--- config.mk ---
export PLATFORM = sky130hd
export DESIGN_NAME = dram_rank_decoder
export DESIGN_NICKNAME = d
export VERILOG_FILES = /design/src/rtl/rankdec_pkg.sv /design/src/rtl/rankdec_regs.sv /design/src/rtl/rankdec_ctrl.sv /design/src/rtl/rankdec_data.sv /design/src/rtl/dram_rank_decoder.sv
export SDC_FILE = /design/constraint.sdc
export NUM_CORES = 1
export LEC_CHECK = 0
export ABC_AREA = 1
export ABC_CLOCK_PERIOD_IN_PS = 2250
export CAP_MARGIN = 20
export CORE_UTILIZATION = 51
export DETAILED_ROUTE_END_ITERATION = 10
export GPL_ROUTABILITY_DRIVEN = 0
export PLACE_DENSITY = 0.95
export SKIP_LAST_GASP = 1
export SLEW_MARGIN = 15
export SYNTH_ARGS = -nofsm -noshare
export SYNTH_HDL_FRONTEND = slang
export SYNTH_SLANG_ARGS = --single-unit
--- constraint.sdc ---
create_clock -name clk -period 2.25 [get_ports clk]
set_input_delay 0.45 -clock clk [delete_from_list [all_inputs] [get_ports clk]]
set_output_delay 0.45 -clock clk [all_outputs]
set_load 0.01 [all_outputs]
--- src/rtl/rankdec_pkg.sv ---
package rankdec_pkg;
  localparam int TAG_W     = 8;
  localparam int NUM_RANKS = 2;
  localparam int CFG_W     = 2 * TAG_W + 2;

  // strobes from control to datapath
  typedef struct packed {
    logic pick0;
    logic pick1;
    logic miss;
    logic bankMode;
  } dec_strobe_t;
endpackage

--- src/rtl/rankdec_regs.sv ---
module rankdec_regs
  import rankdec_pkg::*;
#(
  parameter int RANKS = NUM_RANKS
) (
  input  logic                       clk,
  input  logic                       rstN,
  input  logic                       cfgWe,
  input  logic [$clog2(RANKS)-1:0]   cfgRank,
  input  logic [CFG_W-1:0]           cfgData,
  output logic [TAG_W-1:0]           cfgBase [RANKS],
  output logic [TAG_W-1:0]           cfgMask [RANKS],
  output logic                       cfgEn   [RANKS],
  output logic                       eightMode
);
  localparam int EN_BIT    = 2 * TAG_W;
  localparam int EIGHT_BIT = 2 * TAG_W + 1;

  for (genvar r = 0; r < RANKS; r++) begin : g_rank
    always_ff @(posedge clk or negedge rstN) begin
      if (!rstN) begin
        cfgBase[r] <= '0;
        cfgMask[r] <= '0;
        cfgEn[r]   <= 1'b0;
      end else if (cfgWe && (cfgRank == r)) begin
        cfgBase[r] <= cfgData[TAG_W-1:0];
        cfgMask[r] <= cfgData[2*TAG_W-1:TAG_W];
        cfgEn[r]   <= cfgData[EN_BIT];
      end
    end
  end

  // bank-count mode lives with rank 0 only
  always_ff @(posedge clk or negedge rstN) begin
    if (!rstN)                          eightMode <= 1'b0;
    else if (cfgWe && (cfgRank == '0))  eightMode <= cfgData[EIGHT_BIT];
  end
endmodule

--- src/rtl/rankdec_ctrl.sv ---
module rankdec_ctrl
  import rankdec_pkg::*;
#(
  parameter logic [TAG_W-1:0] WIN_LO = 8'h20,
  parameter logic [TAG_W-1:0] WIN_HI = 8'h3F
) (
  input  logic             addrValid,
  input  logic [TAG_W-1:0] addrTag,
  input  logic [TAG_W-1:0] cfgBase [NUM_RANKS],
  input  logic [TAG_W-1:0] cfgMask [NUM_RANKS],
  input  logic             cfgEn   [NUM_RANKS],
  input  logic             eightMode,
  output dec_strobe_t      strobe
);
  logic [NUM_RANKS-1:0] tagMatch;
  logic                 inWindow;

  for (genvar r = 0; r < NUM_RANKS; r++) begin : g_match
    assign tagMatch[r] = cfgEn[r] && ((addrTag & cfgMask[r]) == cfgBase[r]);
  end

  always_comb begin
    inWindow        = (addrTag >= WIN_LO) && (addrTag <= WIN_HI);
    strobe.pick0    = addrValid && inWindow && tagMatch[0];
    strobe.pick1    = addrValid && inWindow && tagMatch[1] && !tagMatch[0] && !eightMode;
    strobe.miss     = addrValid && inWindow && !strobe.pick0 && !strobe.pick1;
    strobe.bankMode = eightMode;
  end
endmodule

--- src/rtl/rankdec_data.sv ---
module rankdec_data
  import rankdec_pkg::*;
#(
  parameter int ADDR_W    = 32,
  parameter int BANK2_POS = 13
) (
  input  logic              clk,
  input  logic              rstN,
  input  dec_strobe_t       strobe,
  input  logic [ADDR_W-1:0] addr,
  input  logic [TAG_W-1:0]  cfgMask [NUM_RANKS],
  output logic [1:0]        rankHit,
  output logic [1:0]        csN,
  output logic              decodeMiss,
  output logic [ADDR_W-1:0] rankOffset
);
  localparam int LOW_W = ADDR_W - TAG_W;

  logic [TAG_W-1:0]  maskSel;
  logic [ADDR_W-1:0] keepBits;
  logic [ADDR_W-1:0] offsetNext;
  logic [1:0]        csNext;

  always_comb begin
    maskSel    = strobe.pick0 ? cfgMask[0] : cfgMask[1];
    keepBits   = ~{maskSel, {LOW_W{1'b0}}};
    offsetNext = (strobe.pick0 || strobe.pick1) ? (addr & keepBits) : '0;
    csNext[0]  = ~strobe.pick0;
    if (strobe.bankMode)
      csNext[1] = strobe.pick0 ? addr[BANK2_POS] : 1'b1;
    else
      csNext[1] = ~strobe.pick1;
  end

  always_ff @(posedge clk or negedge rstN) begin
    if (!rstN) begin
      rankHit    <= 2'b00;
      csN        <= 2'b11;
      decodeMiss <= 1'b0;
      rankOffset <= '0;
    end else begin
      rankHit    <= {strobe.pick1, strobe.pick0};
      csN        <= csNext;
      decodeMiss <= strobe.miss;
      rankOffset <= offsetNext;
    end
  end
endmodule

--- src/rtl/dram_rank_decoder.sv ---
module dram_rank_decoder
  import rankdec_pkg::*;
#(
  parameter int               ADDR_W    = 32,
  parameter logic [TAG_W-1:0] WIN_LO    = 8'h20,
  parameter logic [TAG_W-1:0] WIN_HI    = 8'h3F,
  parameter int               BANK2_POS = 13
) (
  input  logic              clk,
  input  logic              rstN,
  input  logic              cfgWe,
  input  logic              cfgRank,
  input  logic [CFG_W-1:0]  cfgData,
  input  logic              addrValid,
  input  logic [ADDR_W-1:0] addr,
  output logic [1:0]        rankHit,
  output logic [1:0]        csN,
  output logic              decodeMiss,
  output logic [ADDR_W-1:0] rankOffset
);
  logic [TAG_W-1:0] cfgBase [NUM_RANKS];
  logic [TAG_W-1:0] cfgMask [NUM_RANKS];
  logic             cfgEn   [NUM_RANKS];
  logic             eightMode;
  dec_strobe_t      strobe;

  rankdec_regs #(.RANKS(NUM_RANKS)) u_regs (
    .clk(clk), .rstN(rstN), .cfgWe(cfgWe), .cfgRank(cfgRank), .cfgData(cfgData),
    .cfgBase(cfgBase), .cfgMask(cfgMask), .cfgEn(cfgEn), .eightMode(eightMode)
  );

  rankdec_ctrl #(.WIN_LO(WIN_LO), .WIN_HI(WIN_HI)) u_ctrl (
    .addrValid(addrValid), .addrTag(addr[ADDR_W-1 -: TAG_W]),
    .cfgBase(cfgBase), .cfgMask(cfgMask), .cfgEn(cfgEn),
    .eightMode(eightMode), .strobe(strobe)
  );

  rankdec_data #(.ADDR_W(ADDR_W), .BANK2_POS(BANK2_POS)) u_data (
    .clk(clk), .rstN(rstN), .strobe(strobe), .addr(addr), .cfgMask(cfgMask),
    .rankHit(rankHit), .csN(csN), .decodeMiss(decodeMiss), .rankOffset(rankOffset)
  );
endmodule

== Yosys cells after proc, flatten, opt, wreduce, memory -nomap -nowiden ==
Cells that the tools add are included.

* Bits in writable memories: 0
* Output and inout bits: 37
* Memories: 0
* Register bits: 72
* Bits in latches: 0
* Memory bits (read-only): 0

* Multiplexer cells: 4
* Reductions and logical operators: 17
* Shift operators: 0
* $lt $le $gt $ge: 2
* $add $sub $neg: 0
* Div/mod/pow operators: 0
* Equality and inequality tests: 2
* Bitwise gates (word level): 7
* $mul: 0

{| class="wikitable"
|+ Operators with widths
! operator !! count
|-
| $and A32 B32 Y32 || 1
|-
| $mux W32 || 1
|-
| $not A32 Y32 || 1
|-
| $and A8 B8 Y8 || 2
|-
| $eq A8 B8 Y1 || 2
|-
| $logic_and A1 B1 Y1 || 12
|-
| $ge A8 B6 Y1 const B || 1
|-
| $le A8 B6 Y1 const B || 1
|-
| $mux W8 || 1
|-
| $logic_not A1 Y1 || 4
|-
| $not A1 Y1 || 3
|-
| $mux W1 || 2
|-
| $logic_or A1 B1 Y1 || 1
|}

== Depth between registers and ports, before layout ==
* Depth after elaboration: 8
* Gate-level depth with buffers: 11
* Gate-level depth less buffers: 11

== Cells and area by module ==
From an unflattened synthesis, not the netlist that was laid out.

* Cell total of the unflattened synthesis: 372
* Area total of the unflattened synthesis: 3175.5 µm²

{| class="wikitable"
|+ By module, submodules not included
! module !! area an instance (µm²) !! instances !! cells an instance !! sequential area each (µm²)
|-
| rankdec_regs || 1430.1 || 1 || 152 || 875.8
|-
| rankdec_data || 1372.6 || 1 || 136 || 928.4
|-
| rankdec_ctrl || 372.9 || 1 || 84 || 0.0
|}

== Worst setup path before layout ==
No wires, ideal clock.

* Path kind: input to register
* From: in addr[30]
* To: reg u_data.rankOffset[13]
* Library setup time: 0.068 ns
* Arrival: 1.461 ns
* Data required time: 2.182 ns
* Buffers on the path: 1
* Setup slack: 0.721 ns
* Stages on the path: 6
* Path through: nor3_2 inv_2 a21oi_4 inv_4 buf_12 nor2_4

* Longest elaborated chain between the ends: 8
* Elaborated cells on any way between the ends: 17

{| class="wikitable"
|+ Ends and longest elaborated chain
! what !! line !! RTL
|-
| from (decl) || dram_rank_decoder.sv:15 || <nowiki>input logic [ADDR_W-1:0] addr,</nowiki>
|-
| $ge A8 B6 Y1 (tied with other cells) || rankdec_ctrl.sv:23 || <nowiki>inWindow = (addrTag >= WIN_LO) && (addrTag <= WIN_HI);</nowiki>
|-
| $logic_and A1 B1 Y1 / $eq A8 B8 Y1 (equally long branches) || rankdec_ctrl.sv:23, rankdec_ctrl.sv:19 ||
|-
| $logic_and A1 B1 Y1, on equally long branches || rankdec_ctrl.sv:24, rankdec_ctrl.sv:25, rankdec_ctrl.sv:19 ||
|-
| $logic_and A1 B1 Y1 / $logic_not A1 Y1 (equally long branches) || rankdec_ctrl.sv:25 || <nowiki>strobe.pick1 = addrValid && inWindow && tagMatch[1] && !tagMatch[0] && !eightMode;</nowiki>
|-
| $logic_and A1 B1 Y1 (2 in a row) || rankdec_ctrl.sv:25 ||
|-
| $logic_or A1 B1 Y1 * || rankdec_data.sv:27 || <nowiki>offsetNext = (strobe.pick0 || strobe.pick1) ? (addr & keepBits) : '0;</nowiki>
|-
| $mux W32 * || rankdec_data.sv:27 ||
|-
| via u_data.offsetNext[13] || rankdec_data.sv:21 || <nowiki>logic [ADDR_W-1:0] offsetNext;</nowiki>
|-
| to (signal assigned) || rankdec_data.sv:45 || <nowiki>rankOffset <= offsetNext;</nowiki>
|-
| to (decl) || rankdec_data.sv:15 || <nowiki>output logic [ADDR_W-1:0] rankOffset</nowiki>
|}

The timed path passes the listed nets; every way through them passes the cells marked *.
A chain may end at the register's enable or synchronous reset.

== Final worst setup path ==
* From: in addr[28]
* To: reg u_data.rankOffset[3]

Same word-level chain as after synthesis.

==> flow_summary.toml <==
[status]
status = "finished, final reports clean"

[setup_path]
endpoint_kind = "register"
critPathTopFamily = "buffers and inverters"
crit_path_max_incr_delay_ns = 0.53
critPathKind = "input pin to register"
slowest_stage = "clkdlybuf4s50_1"
start_kind = "input pin"
crit_buf_inv = 3
crit_path_max_fanout = 25
required_ns = 2.51
cp_common_cell = "nand2_1"
cp.arrival_ns = 2.27
path_cells = "clkdlybuf4s50_1 > nand2_1 > inv_1 > nand2_1 > nand2_1 > nand2_1 > nor2_1 > nand3_2 > a21oi_4 > inv_4 > nor2_1"

[timing]
finalMaxSlewViolations = 0
fmax_mhz = 498
finalCritPeriodShare = 0.892
slew_headroom = 0.608
hold_viol = 0
worst_slack_ns = 0.242
rsz0062_at_grt = "no"
clock_skew_ns = 0.00988
worst_pin_slew_ns = 0.587
fin_crit_ns = 2.01
setup_violations = 0

[pwr]
combPwrFrac = 0.145
p_clk_frac = 0.369
p_sw_frac = 0.254
leakagePower_nw = 2.27
p_per_area_mw_per_mm2 = 662
p_int_mw = 2.23
power_switching_mw = 0.759
vdd_drop_max_mv = 0.501
p_seq_frac = 0.487

[logic_synthesis]
seq_area_frac_synth = 0.550
yosysTopAreaCell = "dfrtp_1"
synthesis.instances = 378
ys_top_cells_by_area = "dfrtp_1 (53%), nand2_1 (13%), inv_1 (7.2%)"
yosysUniqueCellTypes = 24
synth_area_mm2 = 0.00328
synth_top_area_share = 0.534
yosysWarnings = 0
ys_ff_latch = 72
avgSynthCellArea_um2 = 8.68

[routing]
vias = 2781
viasPerCell = 4.95
drc_errors = 0
wl_um = 7330
first_pass_iters = 6
ant_nets = 0
drtIter0Drc = 196
avgRoutedWirePerCell_um = 13.0

[final_layout]
final_common_cell = "nand2_1"
antennaDiodeCount = 0
fin_nets = 537
area_growth_pct = 37.7
stdcell_count = 562
drive_gt1_frac = 0.107
mostFrequentLayoutCells = "nand2_1 (112), clkdlybuf4s50_1 (90), dfrtp_1 (70)"
fin_util = 0.746

[floorplan]
dieArea_mm2 = 0.00676
die-width_um = 82.2
core_mm2 = 0.00606
initial_core_util = 0.541
ios = 92
die_h_um = 82.2
rows = 28

[place]
dpl.cell_count = 546
io_buffers = 91
dpl.hpwl_um = 5400
pre_cts_ws_ns = -0.0214

[clocking]
hold_buffers = 0
postCtsSetupRepairBufs = 0
cts_resized = 0
cts.sinks = 72
clk_latency_ns = 0.34
root_buffer = "clkbuf_8"
clockBufferDepth = 2
cts_buffers = 9
cts-htree-levels = 3
clkTransAtPathRegs_ns = 0.07
cts_tree = "done"

[global_route]
grt_max_degree = 36
grt_usage = 0.238
grt_pass1_vias = 2630
grt_pass1_wl_um = 11900
grt_antenna_before_repair = 0
grt.overflow.total = 0

[run]
cap_violations = 0

[min_path]
hp-class = "input pin to async pin"
==> layer usage <==
metal | track usage | share of wire
met1 | 0.294 | 0.40
met2 | 0.405 | 0.51
met4 | 0.114 | 0.015
met5 | 0 | 0
met3 | 0.0407 | 0.075
==> layout make-up <==
class,instances,area [µm²]
clock inverters,3,65.1
repair buffers,101,993
fillers,445,1540
well taps,75,93.8
inverters,66,250
multi-input cells,232,1160
flip-flops and latches,72,1800
clock buffers,13,149
==> final timing paths <==
kind / end / slack [ns] / cells after the start / startpoint
setup reg to reg: u_data.rankOffset[3] / 0.46 / 8 / u_regs.cfgEn[1]
min in group clk: u_regs.cfgBase[0] / 0.49 / 2 / u_regs.cfgBase[0]
hold reg to reg: u_regs.cfgBase[0] / 0.49 / 2 / u_regs.cfgBase[0]
hold / removal: u_regs.cfgBase[4] / 0.06 / 1 / rstN
setup / recovery: u_data.rankOffset[3] / 0.24 / 11 / addr[28]
max in group asynchronous: u_data.rankOffset[4] / 1.57 / 2 / rstN
==> kinds of logic (layout without fill, tap and decap cells) <==
kind of cell | after synthesis | after routing | synth area share
AOI/OAI and AO/OA | 38 | 38 | 0.0614
xor gates and xnor gates | 1 | 1 | 0.00267
buffers and inverters | 75 | 183 | 0.0968
DFF | 72 | 72 | 0.550
muxes | 1 | 1 | 0.00343
other | 1 | 2 | 0.00114
and+or+nand+nor | 190 | 190 | 0.285
==> state kept, by name, indices dropped and copies added (netlist names) <==
register / cells
u_regs.cfgBase: 16
u_data.csN: 2
u_data.rankHit: 2
u_regs.cfgMask: 16
u_regs.eightMode: 1
u_data.decodeMiss: 1
u_regs.cfgEn: 2
u_data.rankOffset: 32
==> synth_stat cells, drive strengths merged <==
master	instances
clkinv	1
nor3	1
dfstp	2
and3	1
nand2	112
buf	3
inv	65
nand3	15
o21ai	34
nand4	8
conb	1
nor2	48
mux2	1
xor2	1
clkbuf	6
dfrtp	70
a21oi	4
nand3b	5
==> power by group through the flow <==
stage	Sequential (mW)	Clock (mW)	Combinational, mW
floorplan	1.45	0	0.237
global placement	1.47	0	0.410
detailed placement	1.47	0	0.428
CTS	1.45	1.11	0.433
global route	1.46	1.17	0.491
finish	1.46	1.10	0.433
==> metrics by stage <==
stage                     hold slack [ns]  area [µm²]  total power [mW]  setup TNS (ns)
after global routing                0.101        4520              3.12               0
after floorplan                     0.154        3290              1.69               0
after global placement              0.429        4310              1.88               0
final                              0.0610        4520              2.99               0
after detailed placement            0.438        4310              1.90         -0.0302
after CTS                          0.0729        4520              2.99               0
Power figures use the tool's default switching activity.
